File: src/rtl/rnd_pkg.sv
package rnd_pkg;
  localparam int RND_W = 8;
  localparam int OFS_W_DEF = 7;
  localparam int GEN_BASE_DEF = 'h00;
  localparam int GEN_SPAN_DEF = 4;
  localparam int CLR_BASE_DEF = 'h70;
  localparam int CLR_SPAN_DEF = 8;

  // strobes from decode to the state register
  typedef struct packed {
    logic step;   // advance one position
    logic clear;  // force to zero
    logic drive;  // put state on read data
  } rndCmd_t;
endpackage

File: src/rtl/rndCtrl.sv
module rndCtrl
  import rnd_pkg::*;
#(
  parameter int OFS_W = OFS_W_DEF,
  parameter int GEN_BASE = GEN_BASE_DEF,
  parameter int GEN_SPAN = GEN_SPAN_DEF,
  parameter int CLR_BASE = CLR_BASE_DEF,
  parameter int CLR_SPAN = CLR_SPAN_DEF
) (
  input  logic [OFS_W-1:0] busOfs,
  input  logic             rdStb,
  input  logic             wrStb,
  output rndCmd_t          cmd
);
  localparam logic [OFS_W-1:0] GEN_LO = OFS_W'(GEN_BASE);
  localparam logic [OFS_W-1:0] CLR_LO = OFS_W'(CLR_BASE);
  localparam logic [OFS_W:0] GEN_N = (OFS_W+1)'(GEN_SPAN);
  localparam logic [OFS_W:0] CLR_N = (OFS_W+1)'(CLR_SPAN);

  logic [OFS_W-1:0] genRel;
  logic [OFS_W-1:0] clrRel;
  logic inGen;
  logic inClr;

  always_comb begin
    genRel = busOfs - GEN_LO;
    clrRel = busOfs - CLR_LO;
    inGen  = {1'b0, genRel} < GEN_N;
    inClr  = {1'b0, clrRel} < CLR_N;
    cmd.step  = rdStb & inGen;
    cmd.drive = rdStb & inGen;
    cmd.clear = (rdStb | wrStb) & inClr;
  end
endmodule

File: src/rtl/rndPath.sv
module rndPath
  import rnd_pkg::*;
(
  input  logic             clk,
  input  logic             rst,
  input  rndCmd_t          cmd,
  output logic [RND_W-1:0] state,
  output logic [RND_W-1:0] rdData
);
  logic [RND_W-1:0] nextVal;
  logic feedBit;

  always_comb begin
    feedBit = ~(state[7] ^ state[5] ^ state[4] ^ state[3]);
    nextVal = {state[RND_W-2:0], feedBit};
    rdData  = cmd.drive ? state : '0;
  end

  always_ff @(posedge clk) begin
    if (rst)            state <= '0;
    else if (cmd.clear) state <= '0;
    else if (cmd.step)  state <= nextVal;
  end
endmodule

File: src/rtl/rndPortTop.sv
module rndPortTop
  import rnd_pkg::*;
#(
  parameter int OFS_W = OFS_W_DEF,
  parameter int GEN_BASE = GEN_BASE_DEF,
  parameter int GEN_SPAN = GEN_SPAN_DEF,
  parameter int CLR_BASE = CLR_BASE_DEF,
  parameter int CLR_SPAN = CLR_SPAN_DEF
) (
  input  logic             clk,
  input  logic             rst,
  input  logic [OFS_W-1:0] busOfs,
  input  logic             rdStb,
  input  logic             wrStb,
  output logic [RND_W-1:0] rdData
);
  rndCmd_t cmd;
  logic [RND_W-1:0] genState;

  rndCtrl #(
    .OFS_W(OFS_W), .GEN_BASE(GEN_BASE), .GEN_SPAN(GEN_SPAN),
    .CLR_BASE(CLR_BASE), .CLR_SPAN(CLR_SPAN)
  ) u_ctrl (
    .busOfs(busOfs), .rdStb(rdStb), .wrStb(wrStb), .cmd(cmd)
  );

  rndPath u_path (
    .clk(clk), .rst(rst), .cmd(cmd), .state(genState), .rdData(rdData)
  );
endmodule

File: config.mk
export PLATFORM = sky130hd
export DESIGN_NAME = rndPortTop
export DESIGN_NICKNAME = d
export VERILOG_FILES = /design/src/rtl/rnd_pkg.sv /design/src/rtl/rndCtrl.sv /design/src/rtl/rndPath.sv /design/src/rtl/rndPortTop.sv
export SDC_FILE = /design/constraint.sdc
export NUM_CORES = 1
export LEC_CHECK = 0
export CAP_MARGIN = 20
export CELL_PAD_IN_SITES_DETAIL_PLACEMENT = 0
export CELL_PAD_IN_SITES_GLOBAL_PLACEMENT = 1
export CORE_AREA = 4 4 41 43
export CTS_CLUSTER_DIAMETER = 60
export CTS_CLUSTER_SIZE = 24
export DETAILED_ROUTE_END_ITERATION = 10
export DIE_AREA = 0 0 45 47
export DONT_BUFFER_PORTS = 1
export PLACE_DENSITY_LB_ADDON = 0.1
export SYNTH_ARGS = -nofsm -noshare
export SYNTH_HDL_FRONTEND = slang
export SYNTH_SLANG_ARGS = --single-unit
File: constraint.sdc
create_clock -name clk -period 1.4 [get_ports clk]
set_input_delay 0 -clock clk [delete_from_list [all_inputs] [get_ports clk]]
set_output_delay 0 -clock clk [all_outputs]
set_load 0.02 [all_outputs]
# [Yosys cells after proc, flatten, opt, wreduce, memory -nomap -nowiden]
# Cells that the tools add are included.
[word_totals] elab_cells=13 out_inout_bits=8 ff_bits=8 inputBits=11
[op_classes] bitwise=7 add_sub_neg=1 mux=1 reduce_logical=1 n_lt_le_gt_ge=2
[op_table] op="8-bit 2-to-1 mux" count=1
[op_table] op="7-bit by 3-bit < comparator with 1-bit output (second input constant)" count=1
[op_table] op="7-bit by 4-bit < comparator with 1-bit output (second input constant)" count=1
[op_table] op="7-bit subtractor (second input constant)" count=1
[op_table] op="1-bit bitwise XOR" count=3
[op_table] op="1-bit AND" count=2
[op_table] op="2-bit OR reduction" count=1
[op_table] op="1-bit inverter" count=1
[op_table] op="1-bit OR" count=1

# [Logic depth before layout (Yosys ltp)]
[logic_depth] word_depth=4 mapped_depth=5 mapped_depth_nobuf=4

# [Cells and area by module]
# From an unflattened synthesis, not the netlist that was laid out.
[unflattened] hier_cells=48 area_unflattened_um2=434.2
[by_module_without_submodules] mod="rndPath" instances=1 area_per_inst_um2=369.1 seq_area_each_um2=160.2 cells_each=40
[by_module_without_submodules] mod="rndCtrl" instances=1 area_per_inst_um2=65.1 seq_area_each_um2=0.0 cells_each=8

# [Worst setup path after synthesis]
# No wires, ideal clock.
[synth_path] path_type="input-to-reg" from="in busOfs[2]" to="reg u_path.state[2]" path_buffers=1 path_slack_ns=0.045 required_time_ns=1.283 arrival_ns=1.238 stages=5 setup_ns=0.117 path_cell_list="or4b_4 -> nor3_4 -> buf_6 -> mux2i_1 -> nor2_1"
[synth_between] elab_chain_len=4 elab_cells_between_ends=6 classes_between="add/sub (1); order compare (2); bitwise (2); reduce/logical (1)"
[synth_lines] element="from (decl)" line_no="rndPortTop.sv:12" source="input logic [OFS_W-1:0] busOfs,"
[synth_lines] element="7-bit subtractor" line_no="rndCtrl.sv:27" source="clrRel = busOfs - CLR_LO;"
[synth_lines] element="7-bit by 4-bit < comparator with 1-bit output" line_no="rndCtrl.sv:29" source="inClr = {1'b0, clrRel} < CLR_N;"
[synth_lines] element="1-bit AND" line_no="rndCtrl.sv:32" source="cmd.clear = (rdStb | wrStb) & inClr;"
[synth_lines] element="2-bit OR reduction (no source line)"
[synth_lines] element="to (signal assigned)" line_no="rndPath.sv:22" source="else if (cmd.step) state <= nextVal;"
[synth_lines] element="to (decl)" line_no="rndPath.sv:7" source="output logic [RND_W-1:0] state,"
# Several ways; a longest one is shown, not always the timed one.
# A chain may end at the register's enable or synchronous reset.

# [Worst setup path after layout]
[layout_path] from="in busOfs[2]" to="out rdData[5]"
[layout_between] elab_chain_len=3
[layout_lines] element="7-bit by 3-bit < comparator with 1-bit output" line_no="rndCtrl.sv:28" source="inGen = {1'b0, genRel} < GEN_N;"
[layout_lines] element="1-bit AND" line_no="rndCtrl.sv:31" source="cmd.drive = rdStb & inGen;"
[layout_lines] element="8-bit 2-to-1 mux" line_no="rndPath.sv:16" source="rdData = cmd.drive ? state : '0;"
[layout_lines] element="to (decl)" line_no="rndPortTop.sv:15" source="output logic [RND_W-1:0] rdData"
# No other way between the ends.

==> flow_results.org <==
** Finish
- Fillcell total :: between 100 and 150
- 0 antenna diodes ended up in the layout.
- In the final design database the tool counted 60 nets.
- The register with the most flip-flops in the layout has 8 of them.
- Largest registers in the final layout :: u_path.state (8)
- Fraction of layout cells with a size suffix above 1 :: 0.2391
- From synthesis to final layout, the design area changed by 11.59%.
- Reg with most FFs :: u_path.state

** Synthesis
- Post-Syn Area :: 431.7 sq um
- Sequential fraction of the synthesis area :: 0.3710
- Number of standard cells after synthesis :: 43
- Of the total synthesized cell area, the portion taken by AND, OR, NAND and NOR gates is 0.2870.
- Main area contributors after synthesis :: sky130_fd_sc_hd__dfxtp_1 37%, sky130_fd_sc_hd__mux2i_1 19%, sky130_fd_sc_hd__xnor2_1 8.1%
- Number of warnings issued by yosys :: 0
- Number of distinct library cell variants in the gate-level netlist after synthesis :: 12
- The portion of synthesized area spent on multiplexers is 0.1855.
- Synth area leader :: sky130_fd_sc_hd__dfxtp_1
- The number of nets handed over by synthesis was 55.
- Synthesized-area fraction occupied by ao, oa, aoi and oai cells :: 0.02029
- Share of the synthesized netlist area taken by xor and xnor gates :: 0.08116
- Share of Yosys cell area claimed by the top area cell type :: 0.3710
- Dividing the synthesized area by the synthesized cell count gives 10.04 sq um.
- Arithmetic-cell share of the synthesized area counting full adders, half adders and majority gates :: 0.02899
- Synthesized flop and latch total :: 8
- After synthesis, the largest family of logic cells by area is simple AND/OR/NAND/NOR gates.

** Route
- Antenna-violating nets left :: 0
- For this run, the detailed router's first-pass iteration total came to 1.
- Detailed routing inserted a total of 298 vias.
- Dividing the detail-routed wire length by the instance count gives roughly 13 microns.
- Summed over all layers, the routed wires come to about 800 microns.
- Detailed Route Iter0 Violations :: 0
- Vias per cell :: between 4 and 5
- DRC :: 0

** Setup path
- Combined buffer and inverter count along the critical path :: 1
- Cell chain of the critical path :: or4b_4, nor3_4, buf_12, and2_1
- Crit path DAT :: between 1 and 1.5 ns
- The worst setup path is launched from an input port.
- Delay contributed by the slowest stage of the critical path :: 0.53 ns
- Worst Path Max Fanout :: 16
- For this design, the slowest cell found on the critical path is sky130_fd_sc_hd__or4b_4.
- Among cell families on the critical path, the largest total delay comes from simple AND/OR/NAND/NOR gates.
- Kind of capture point of the worst setup path :: primary output
- Critical path required time :: 1.40 ns
- The critical path is of the input port to primary output type.

** Global routing
- Number of global-route vias before repair :: 283
- Maximum number of pins on one net before global-route repair :: 17
- Gr ovfl total :: 0
- The initial antenna violation count came to 0.
- Wire length of the first global-routing pass :: 1.255 mm
- Across every metal layer, demand over resource in global routing totals 0.08882.

** Power
- Summed over all nets, the switching power comes to 0.08741 mW.
- Of the total power, registers draw 0.539.
- Of the total power, the share spent switching nets is 0.2063.
- Overall power :: 0.4238 mW
- For this design the ratio of total power to cell area is 879.7 nW/um^2.
- Maximum vdd drop :: approximately 0.33 mV
- Of the total power, combinational logic draws 0.047.
- The internal portion of the total power is 0.3364 mW.
- Clock network power share :: 0.414
- Leakage power :: ~0.16 nW

** Die
- The die covers between 2000 and 2500 sq um.
- Num ports :: 19
- Starting density of the core :: 0.3317
- FP Rows :: 13
- Area of the core :: 1301 sq um
- Die Span X :: 45 microns
- Die Height :: 47 microns

** Clock network
- Clock Sink Count :: 8
- Number of CTS-inserted buffers :: 3
- Clock root buffer :: sky130_fd_sc_hd__clkbuf_4
- In this run the number of H-tree levels came out at 1.
- Post-CTS setup-driven buffer insertion count :: 0
- Clock latency on the worst-skew pair, taken at its later pin, is roughly 0.25 ns.
- TritonCTS built the clock tree.
- Clock-pin slew was measured on the worst setup and hold paths at 0.05 ns.
- Cells resized by post-CTS repair :: 0
- In this run, post-CTS hold repair placed 0 buffers.
- In this run the deepest clock path goes through 2 buffers.

** STA
- Post-route clock period utilization :: 0.8046
- Setup violations remaining at the end of the flow were counted as 0.
- Unrepaired setup endpoints after global routing :: false
- Number of hold-slack violations in the final timing report :: 0
- Summed over all failing endpoints, the final setup total negative slack is 0 ns.
- For the finished layout, the period the worst path requires is 1.126 ns.
- Tightest slew margin relative to the limit :: 0.8442
- Worst-case clock skew :: 0.001640 ns
- Timing would allow up to 0.8877 GHz.
- Max Slew Vio Count :: 0
- Slew @ Worst Pin :: 0.2353 ns
- Across all setup checks in the final design, the least slack found is 0.2735 ns.

** Place
- Buffers on Ports :: 0
- Pre-CTS WS :: 0.1589 ns
- At the end of routability-driven placement, the weighted congestion stood at 0.6941.

** Run status
- Outcome :: completed

** Hold path
- The tightest min-delay check is of the input port to register type.

** Flow run
- Number of max-capacitance violations reported :: 0
==> cells by family (layout without fill, tap and decap cells) <==
logic type / count (synthesis) / after routing
AOI/OAI and AO/OA: 1 / 1
muxes: 8 / 8
adders and majority gates: 1 / 1
and+or+nand+nor: 20 / 20
xor gates and xnor gates: 4 / 4
buffers and inverters: 1 / 4
DFF: 8 / 8
==> metrics by stage <==
step | hold slack (ns) | util | std cells | cell area, sq um
global route | 0.04006 | 0.3702 | 61 | 481.7
finish | 0.03123 | 0.3702 | 61 | 481.7
floorplan | 0.2525 | - | 43 | 431.7
global placement | 0.3006 | 0.3529 | 58 | 459.2
CTS | 0.03511 | 0.3702 | 61 | 481.7
detailed placement | 0.3085 | 0.3529 | 58 | 459.2
==> cells in the final DEF (no fill, tap or decap) <==
master	instances
sky130_fd_sc_hd__clkbuf_4	3
sky130_fd_sc_hd__mux2i_1	8
sky130_fd_sc_hd__or4b_4	1
sky130_fd_sc_hd__dfxtp_1	8
sky130_fd_sc_hd__buf_12	1
sky130_fd_sc_hd__nor2_1	9
sky130_fd_sc_hd__a31o_2	1
sky130_fd_sc_hd__ha_1	1
sky130_fd_sc_hd__and2_1	4
sky130_fd_sc_hd__nor3_1	1
sky130_fd_sc_hd__and2_2	4
sky130_fd_sc_hd__xnor2_1	4
sky130_fd_sc_hd__nor3_4	1
==> Yosys cell counts <==
cell                      n
sky130_fd_sc_hd__a31o_2   1
sky130_fd_sc_hd__and2_1   4
sky130_fd_sc_hd__and2_2   4
sky130_fd_sc_hd__buf_6    1
sky130_fd_sc_hd__dfxtp_1  8
sky130_fd_sc_hd__ha_1     1
sky130_fd_sc_hd__mux2i_1  8
sky130_fd_sc_hd__nor2_1   9
sky130_fd_sc_hd__nor3_1   1
sky130_fd_sc_hd__nor3_4   1
sky130_fd_sc_hd__or4b_4   1
sky130_fd_sc_hd__xnor2_1  4
==> worst reg2reg max path: stages, from the launching register on <==
cell,delay [ns]
sky130_fd_sc_hd__dfxtp_1,0.38
sky130_fd_sc_hd__xnor2_1,0.16
sky130_fd_sc_hd__xnor2_1,0.10
sky130_fd_sc_hd__mux2i_1,0.13
sky130_fd_sc_hd__nor2_1,0.05
==> area by class of cell <==
type,count,area [sq um],area share
multi-input combinational,34,260.3,0.5403
clock buffer,3,22.52,0.04675
timing repair buffer,1,20.02,0.04156
sequential,8,160.2,0.3325
tap,15,18.77,0.03896
==> power groups by stage <==
| stage | Combinational [mW] | Sequential [mW] | Clock [mW] |
|---|---|---|---|
| floorplan | 0.0166 | 0.233 | 0 |
| global placement | 0.0194 | 0.233 | 0 |
| detailed placement | 0.0202 | 0.233 | 0 |
| CTS | 0.0203 | 0.228 | 0.186 |
| global route | 0.0221 | 0.228 | 0.197 |
| finish | 0.0197 | 0.228 | 0.176 |
==> worst paths after layout <==
kind                         from               to  slack [ns]  depth (start not counted)
setup / recovery        busOfs[2]        rdData[5]        0.27                          4
hold / removal                rst  u_path.state[0]        0.03                          2
setup reg to reg  u_path.state[5]  u_path.state[0]        0.49                          4
hold reg to reg   u_path.state[0]  u_path.state[0]        0.51                          2
==> per-layer routing <==
layer	GRT usage	part of all wire
met1	0.08506	0.37
met2	0.1384	0.53
met3	0.05364	0.091
met4	0.07018	0.015
met5	0	0
No activity file was read; power rests on OpenSTA's default activity.
